==> src/rtl/cfg_attr_pkg.sv <==
package cfg_attr_pkg;
  typedef enum logic [1:0] {
    SEL_OPT  = 2'd0,
    SEL_STAT = 2'd1,
    SEL_PIN  = 2'd2,
    SEL_SOCK = 2'd3
  } reg_sel_e;

  localparam logic [7:0] OPT_WMASK   = 8'hCF;
  localparam int         OPT_SRST_B  = 7;
  localparam logic [7:0] STAT_KEEP   = 8'h80;
  localparam logic [7:0] STAT_LOAD   = 8'h74;
  localparam int         STAT_IRQ_B  = 1;
  localparam int         STAT_PWD_B  = 2;
  localparam logic [7:0] PIN_RDY_M   = 8'h20;
  localparam logic [7:0] PIN_MRDY_M  = 8'h02;
  localparam logic [7:0] PIN_CONST   = 8'h0C;
  localparam int         PIN_RDY_B   = 5;
endpackage

==> src/rtl/cfg_cis_rom.sv <==
module cfg_cis_rom #(
  parameter int         ADDR_W  = 12,
  parameter int         CIS_LEN = 64,
  parameter logic [7:0] CIS_XOR = 8'h5A
) (
  input  logic [ADDR_W-1:0] addr_i,
  output logic [7:0]        data_o
);
  localparam int IDX_W = (CIS_LEN > 1) ? $clog2(CIS_LEN) : 1;

  logic [7:0] rom [CIS_LEN];

  for (genvar g = 0; g < CIS_LEN; g++) begin : g_rom
    localparam logic [7:0] IDX8 = 8'(g);
    assign rom[g] = IDX8 ^ CIS_XOR;
  end

  logic [IDX_W-1:0] idx;
  assign idx = addr_i[IDX_W-1:0];

  always_comb begin
    data_o = 8'h00;
    if (addr_i < ADDR_W'(CIS_LEN)) data_o = rom[idx];
  end
endmodule

==> src/rtl/cfg_regs.sv <==
module cfg_regs
  import cfg_attr_pkg::*;
(
  input  logic       clk_i,
  input  logic       rst_ni,
  input  logic       wr_i,
  input  logic       hit_i,
  input  reg_sel_e   sel_i,
  input  logic [7:0] wdata_i,
  input  logic       dev_irq_i,
  output logic [7:0] opt_o,
  output logic [7:0] stat_o,
  output logic [7:0] pins_o,
  output logic       drv_rst_o
);
  logic wr_en;
  assign wr_en = wr_i & hit_i;

  always_ff @(posedge clk_i or negedge rst_ni) begin
    if (!rst_ni) begin
      opt_o     <= '0;
      stat_o    <= '0;
      pins_o    <= '0;
      drv_rst_o <= 1'b0;
    end else begin
      drv_rst_o          <= 1'b0;
      stat_o[STAT_IRQ_B] <= dev_irq_i;
      if (wr_en) begin
        unique case (sel_i)
          SEL_OPT: begin
            if (wdata_i[OPT_SRST_B]) begin
              opt_o     <= '0;
              stat_o    <= '0;
              pins_o    <= '0;
              drv_rst_o <= 1'b1;
            end else begin
              opt_o <= wdata_i & OPT_WMASK;
            end
          end
          SEL_STAT: begin
            stat_o <= (stat_o & STAT_KEEP) | (wdata_i & STAT_LOAD)
                    | (8'(dev_irq_i) << STAT_IRQ_B);
            // power-down toggle flags the card ready
            if (stat_o[STAT_PWD_B] ^ wdata_i[STAT_PWD_B])
              pins_o[PIN_RDY_B] <= 1'b1;
          end
          SEL_PIN:  pins_o <= (pins_o & PIN_RDY_M) | (wdata_i & PIN_MRDY_M);
          SEL_SOCK: ;
          default: ;
        endcase
      end
    end
  end
endmodule

==> src/rtl/cfg_irq_gen.sv <==
module cfg_irq_gen (
  input  logic stat_irq_i,
  input  logic opt_srst_i,
  input  logic dctl_ien_i,
  input  logic dctl_srst_i,
  output logic irq_o
);
  // request bit is inverted sense on the host line
  assign irq_o = ~stat_irq_i & ~dctl_ien_i & ~dctl_srst_i & ~opt_srst_i;
endmodule

==> src/rtl/cfg_attr_regs.sv <==
module cfg_attr_regs
  import cfg_attr_pkg::*;
#(
  parameter int         ADDR_W   = 12,
  parameter int         CFG_BASE = 'h200,
  parameter int         CIS_LEN  = 64,
  parameter logic [7:0] CIS_XOR  = 8'h5A
) (
  input  logic              clk_i,
  input  logic              rst_ni,
  input  logic [ADDR_W-1:0] addr_i,
  input  logic              wr_i,
  input  logic [7:0]        wdata_i,
  output logic [7:0]        rdata_o,
  input  logic              dev_irq_i,
  input  logic              dctl_ien_i,
  input  logic              dctl_srst_i,
  output logic              drv_rst_o,
  output logic              irq_o
);
  localparam logic [ADDR_W-1:0] BASE_A = ADDR_W'(CFG_BASE);

  logic [ADDR_W-1:0] off;
  logic              in_cfg, reg_hit;
  reg_sel_e          sel;
  logic [7:0]        opt, stat, pins, cis_data;

  assign in_cfg  = addr_i >= BASE_A;
  assign off     = addr_i - BASE_A;
  assign reg_hit = in_cfg && (off[ADDR_W-1:3] == '0) && !off[0];
  assign sel     = reg_sel_e'(off[2:1]);

  cfg_cis_rom #(
    .ADDR_W (ADDR_W),
    .CIS_LEN(CIS_LEN),
    .CIS_XOR(CIS_XOR)
  ) u_rom (
    .addr_i(addr_i),
    .data_o(cis_data)
  );

  cfg_regs u_regs (
    .clk_i    (clk_i),
    .rst_ni   (rst_ni),
    .wr_i     (wr_i),
    .hit_i    (reg_hit),
    .sel_i    (sel),
    .wdata_i  (wdata_i),
    .dev_irq_i(dev_irq_i),
    .opt_o    (opt),
    .stat_o   (stat),
    .pins_o   (pins),
    .drv_rst_o(drv_rst_o)
  );

  cfg_irq_gen u_irq (
    .stat_irq_i (stat[STAT_IRQ_B]),
    .opt_srst_i (opt[OPT_SRST_B]),
    .dctl_ien_i (dctl_ien_i),
    .dctl_srst_i(dctl_srst_i),
    .irq_o      (irq_o)
  );

  always_comb begin
    rdata_o = 8'h00;
    if (!in_cfg) begin
      rdata_o = cis_data;
    end else if (reg_hit) begin
      unique case (sel)
        SEL_OPT:  rdata_o = opt;
        SEL_STAT: rdata_o = dctl_ien_i ? (stat & ~(8'h01 << STAT_IRQ_B)) : stat;
        SEL_PIN:  rdata_o = (pins & PIN_RDY_M) | PIN_CONST;
        SEL_SOCK: rdata_o = 8'h00;
        default:  rdata_o = 8'h00;
      endcase
    end
  end
endmodule

==> config.mk <==
export PLATFORM = sky130hd
export DESIGN_NAME = cfg_attr_regs
export DESIGN_NICKNAME = d
export VERILOG_FILES = /design/src/rtl/cfg_attr_pkg.sv /design/src/rtl/cfg_cis_rom.sv /design/src/rtl/cfg_regs.sv /design/src/rtl/cfg_irq_gen.sv /design/src/rtl/cfg_attr_regs.sv
export SDC_FILE = /design/constraint.sdc
export NUM_CORES = 1
export LEC_CHECK = 0
export ABC_CLOCK_PERIOD_IN_PS = 850
export BUFFER_PORTS_ARGS = -buffer_cell sky130_fd_sc_hd__buf_2
export CAP_MARGIN = 20
export CORE_MARGIN = 2
export CORE_UTILIZATION = 30
export DETAILED_ROUTE_END_ITERATION = 12
export PLACE_DENSITY = 0.57
export SYNTH_ARGS = -nofsm -noshare
export SYNTH_HDL_FRONTEND = slang
export SYNTH_HIERARCHICAL = 1
export SYNTH_SLANG_ARGS = --single-unit
==> constraint.sdc <==
create_clock -name clk_i -period 0.85 [get_ports clk_i]
set_input_delay 0 -clock clk_i [delete_from_list [all_inputs] [get_ports clk_i]]
set_output_delay 0 -clock clk_i [all_outputs]
set_load 0.02 [all_outputs]
==> flow_summary.yaml <==
clock_network:
  cts_sinks: 12
  h-tree-depth: 1
  root_buffer: "clkbuf_4"
  clkTransAtPathRegs_ps: 70
  numCtsBuffers: 3
  cts_buffer_depth: 2
  clock_latency_ps: 270
  cts_tree: "done"
die:
  start_util_pct: 31.17
  die_h_um: 59.86
  fp.dieW_um: 59.86
  num_io_pins: 36
  die-area_mm2: 0.003583
  num_rows: 20
  coreArea_mm2: 0.003003
pwr:
  clockPowerShare_pct: 26.3
  p_int_uw: 931.8
  peakVddDrop_uv: 641.7
  comb_power_share_pct: 29.0
  switchingPower_uw: 364.2
  p_sw_share_pct: 28.10
  p_per_area_mw_per_mm2: 797.4
  p_leak_uw: 0.0007437
  seqPwrFrac_pct: 44.8
critical_path:
  startpoint_type: "input pin"
  max_stage_delay_ps: 590
  timing.critical_path.buf_inv: 3
  cpMostUsedCell: "buf_6"
  critical_path.slowest_cell: "or4_4"
  crit_fanout: 4
  cp_data_required_time_ps: 850
  end_kind: "primary output"
  path_cells: "buf_6 -> buf_6 -> or4_4 -> nor4_4 -> a22o_2 -> buf_6"
  criticalPathCategory: "in -> out"
  arrival_ps: 1260
  crit_family: "simple AND/OR/NAND/NOR gates"
run_status:
  status: "finished with violations"
  violations: "negative setup slack"
global_routing:
  grt_pass1_wl_um: 4402
  antenna_found_initial: 0
  grt_pass1_vias: 1025
  grt_max_degree: 17
  gr-total-overflow: 0
  grtUsageTotal_pct: 16.23
final_layout:
  antenna_cells: 0
  fillers: 296
  fin_nets: 201
  area_growth_pct: 73.66
  final_cell_mix: "buf_2 (22), buf_4 (21), nand2_1 (17)"
  stdcell_area_mm2: 0.001625
  final_common_cell: "buf_2"
  drive_above_1_share_pct: 50.87
yosys:
  ys_warn_count: 6
  synth.avg_cell_area_um2: 8.747
  syn_inst: 107
  synth_area_um2: 935.9
timing:
  slew_headroom_pct: 57.30
  layout_min_cycle_time_ps: 1260
  max_freq_mhz: 794.0
  fin_skew_ps: 5.382
  slew_violations: 0
  worst_pin_slew_ps: 633.7
  fin_setup_tns_ps: -4359
  layout_setup_ws_ps: -409.5
  finalSetupViolCount: 20
  hold_viol_final: 0
  rsz0062_at_grt: "yes"
  timing.final.crit_share_pct: 148.2
placement:
  placed_area_mm2: 0.001260
  hpwl_um: 1914
  portBuffers: 34
  gp_congestion: 0.8308
  pre_cts_slack_ps: -660.3
route:
  drt-initial-drc-count: 19
  drc_errors: 0
  vias_per_cell: 4.752
  vias: 979
  wl_per_cell_um: 13.47
  wirelength_um: 2774
  dr.pass1.iters: 4
  antenna_left: 0
min_path:
  min_path_type: "in -> async"
flow_run:
  maxCapViolCount: 0
worst paths after layout:
check	from	endpoint	slack, ps	depth (start not counted)
max in group asynchronous	rst_ni	u_regs/pins_o[5]$_DFFE_PN0P_	510	2
min in group clk_i	wdata_i[7]	u_regs/opt_o[6]$_DFFE_PN0P_	130	4
min reg2reg	u_regs/opt_o[6]$_DFFE_PN0P_	u_regs/opt_o[6]$_DFFE_PN0P_	500	2
max reg2reg	u_regs/stat_o[2]$_DFFE_PN0P_	u_regs/pins_o[5]$_DFFE_PN0P_	-220	3
min	rst_ni	u_regs/opt_o[2]$_DFFE_PN0P_	130	2
max	addr_i[11]	rdata_o[1]	-410	6
metrics by stage:
step	total power (µW)	hold WS, ps	cells	utilization (%)
after floorplan	713.9	-295.6	112	-
after global placement	860.2	-110.5	186	41.96
after detailed placement	866.5	-103.4	186	41.96
after CTS	1294	113.0	204	51.50
after global routing	1369	132.9	206	54.13
final	1296	125.1	206	54.13
state kept, by name, indices dropped and copies added, names as in the netlist:
signal,flops
u_regs/pins_o,1
u_regs/stat_o,5
u_regs/drv_rst_o,1
u_regs/opt_o,5
cell type report:
cell class	instances	area, µm²	share of cell area [%]
inverters	5	18.77	1.155
repair buffers	67	530.5	32.64
well taps	33	41.29	2.540
flip-flops and latches	12	300.3	18.48
multi-input cells	86	711.9	43.80
clock buffers	3	22.52	1.386
timing repair:
action | in CTS | in global routing
cloned | 1 | 0
resized for setup | 31 | 13
pin swaps | 11 | 6
endpoints found under the setup margin | 20 | 20
setup buffers | 5 | 4
hold endpoints to repair | 22 | 0
hold buffers | 9 | 0
per-layer routing:
| layer | global-route usage [%] | share of wire (%) | vias up |
|---|---|---|---|
| met5 | 0 | 0 | - |
| li1 | - | - | 502 |
| met1 | 18.19 | 42 | 446 |
| met4 | 8.254 | 0.79 | 0 |
| met3 | 1.948 | 4.3 | 4 |
| met2 | 29.66 | 52 | 27 |
power groups by stage:
stage	logic (µW)	registers [µW]	clock network, µW
after global routing	404	581	384
after global placement	269	591	0
after CTS	357	580	357
final	375	580	340
after detailed placement	275	591	0
after floorplan	123	591	0
No activity file was read; power rests on OpenSTA's default activity.
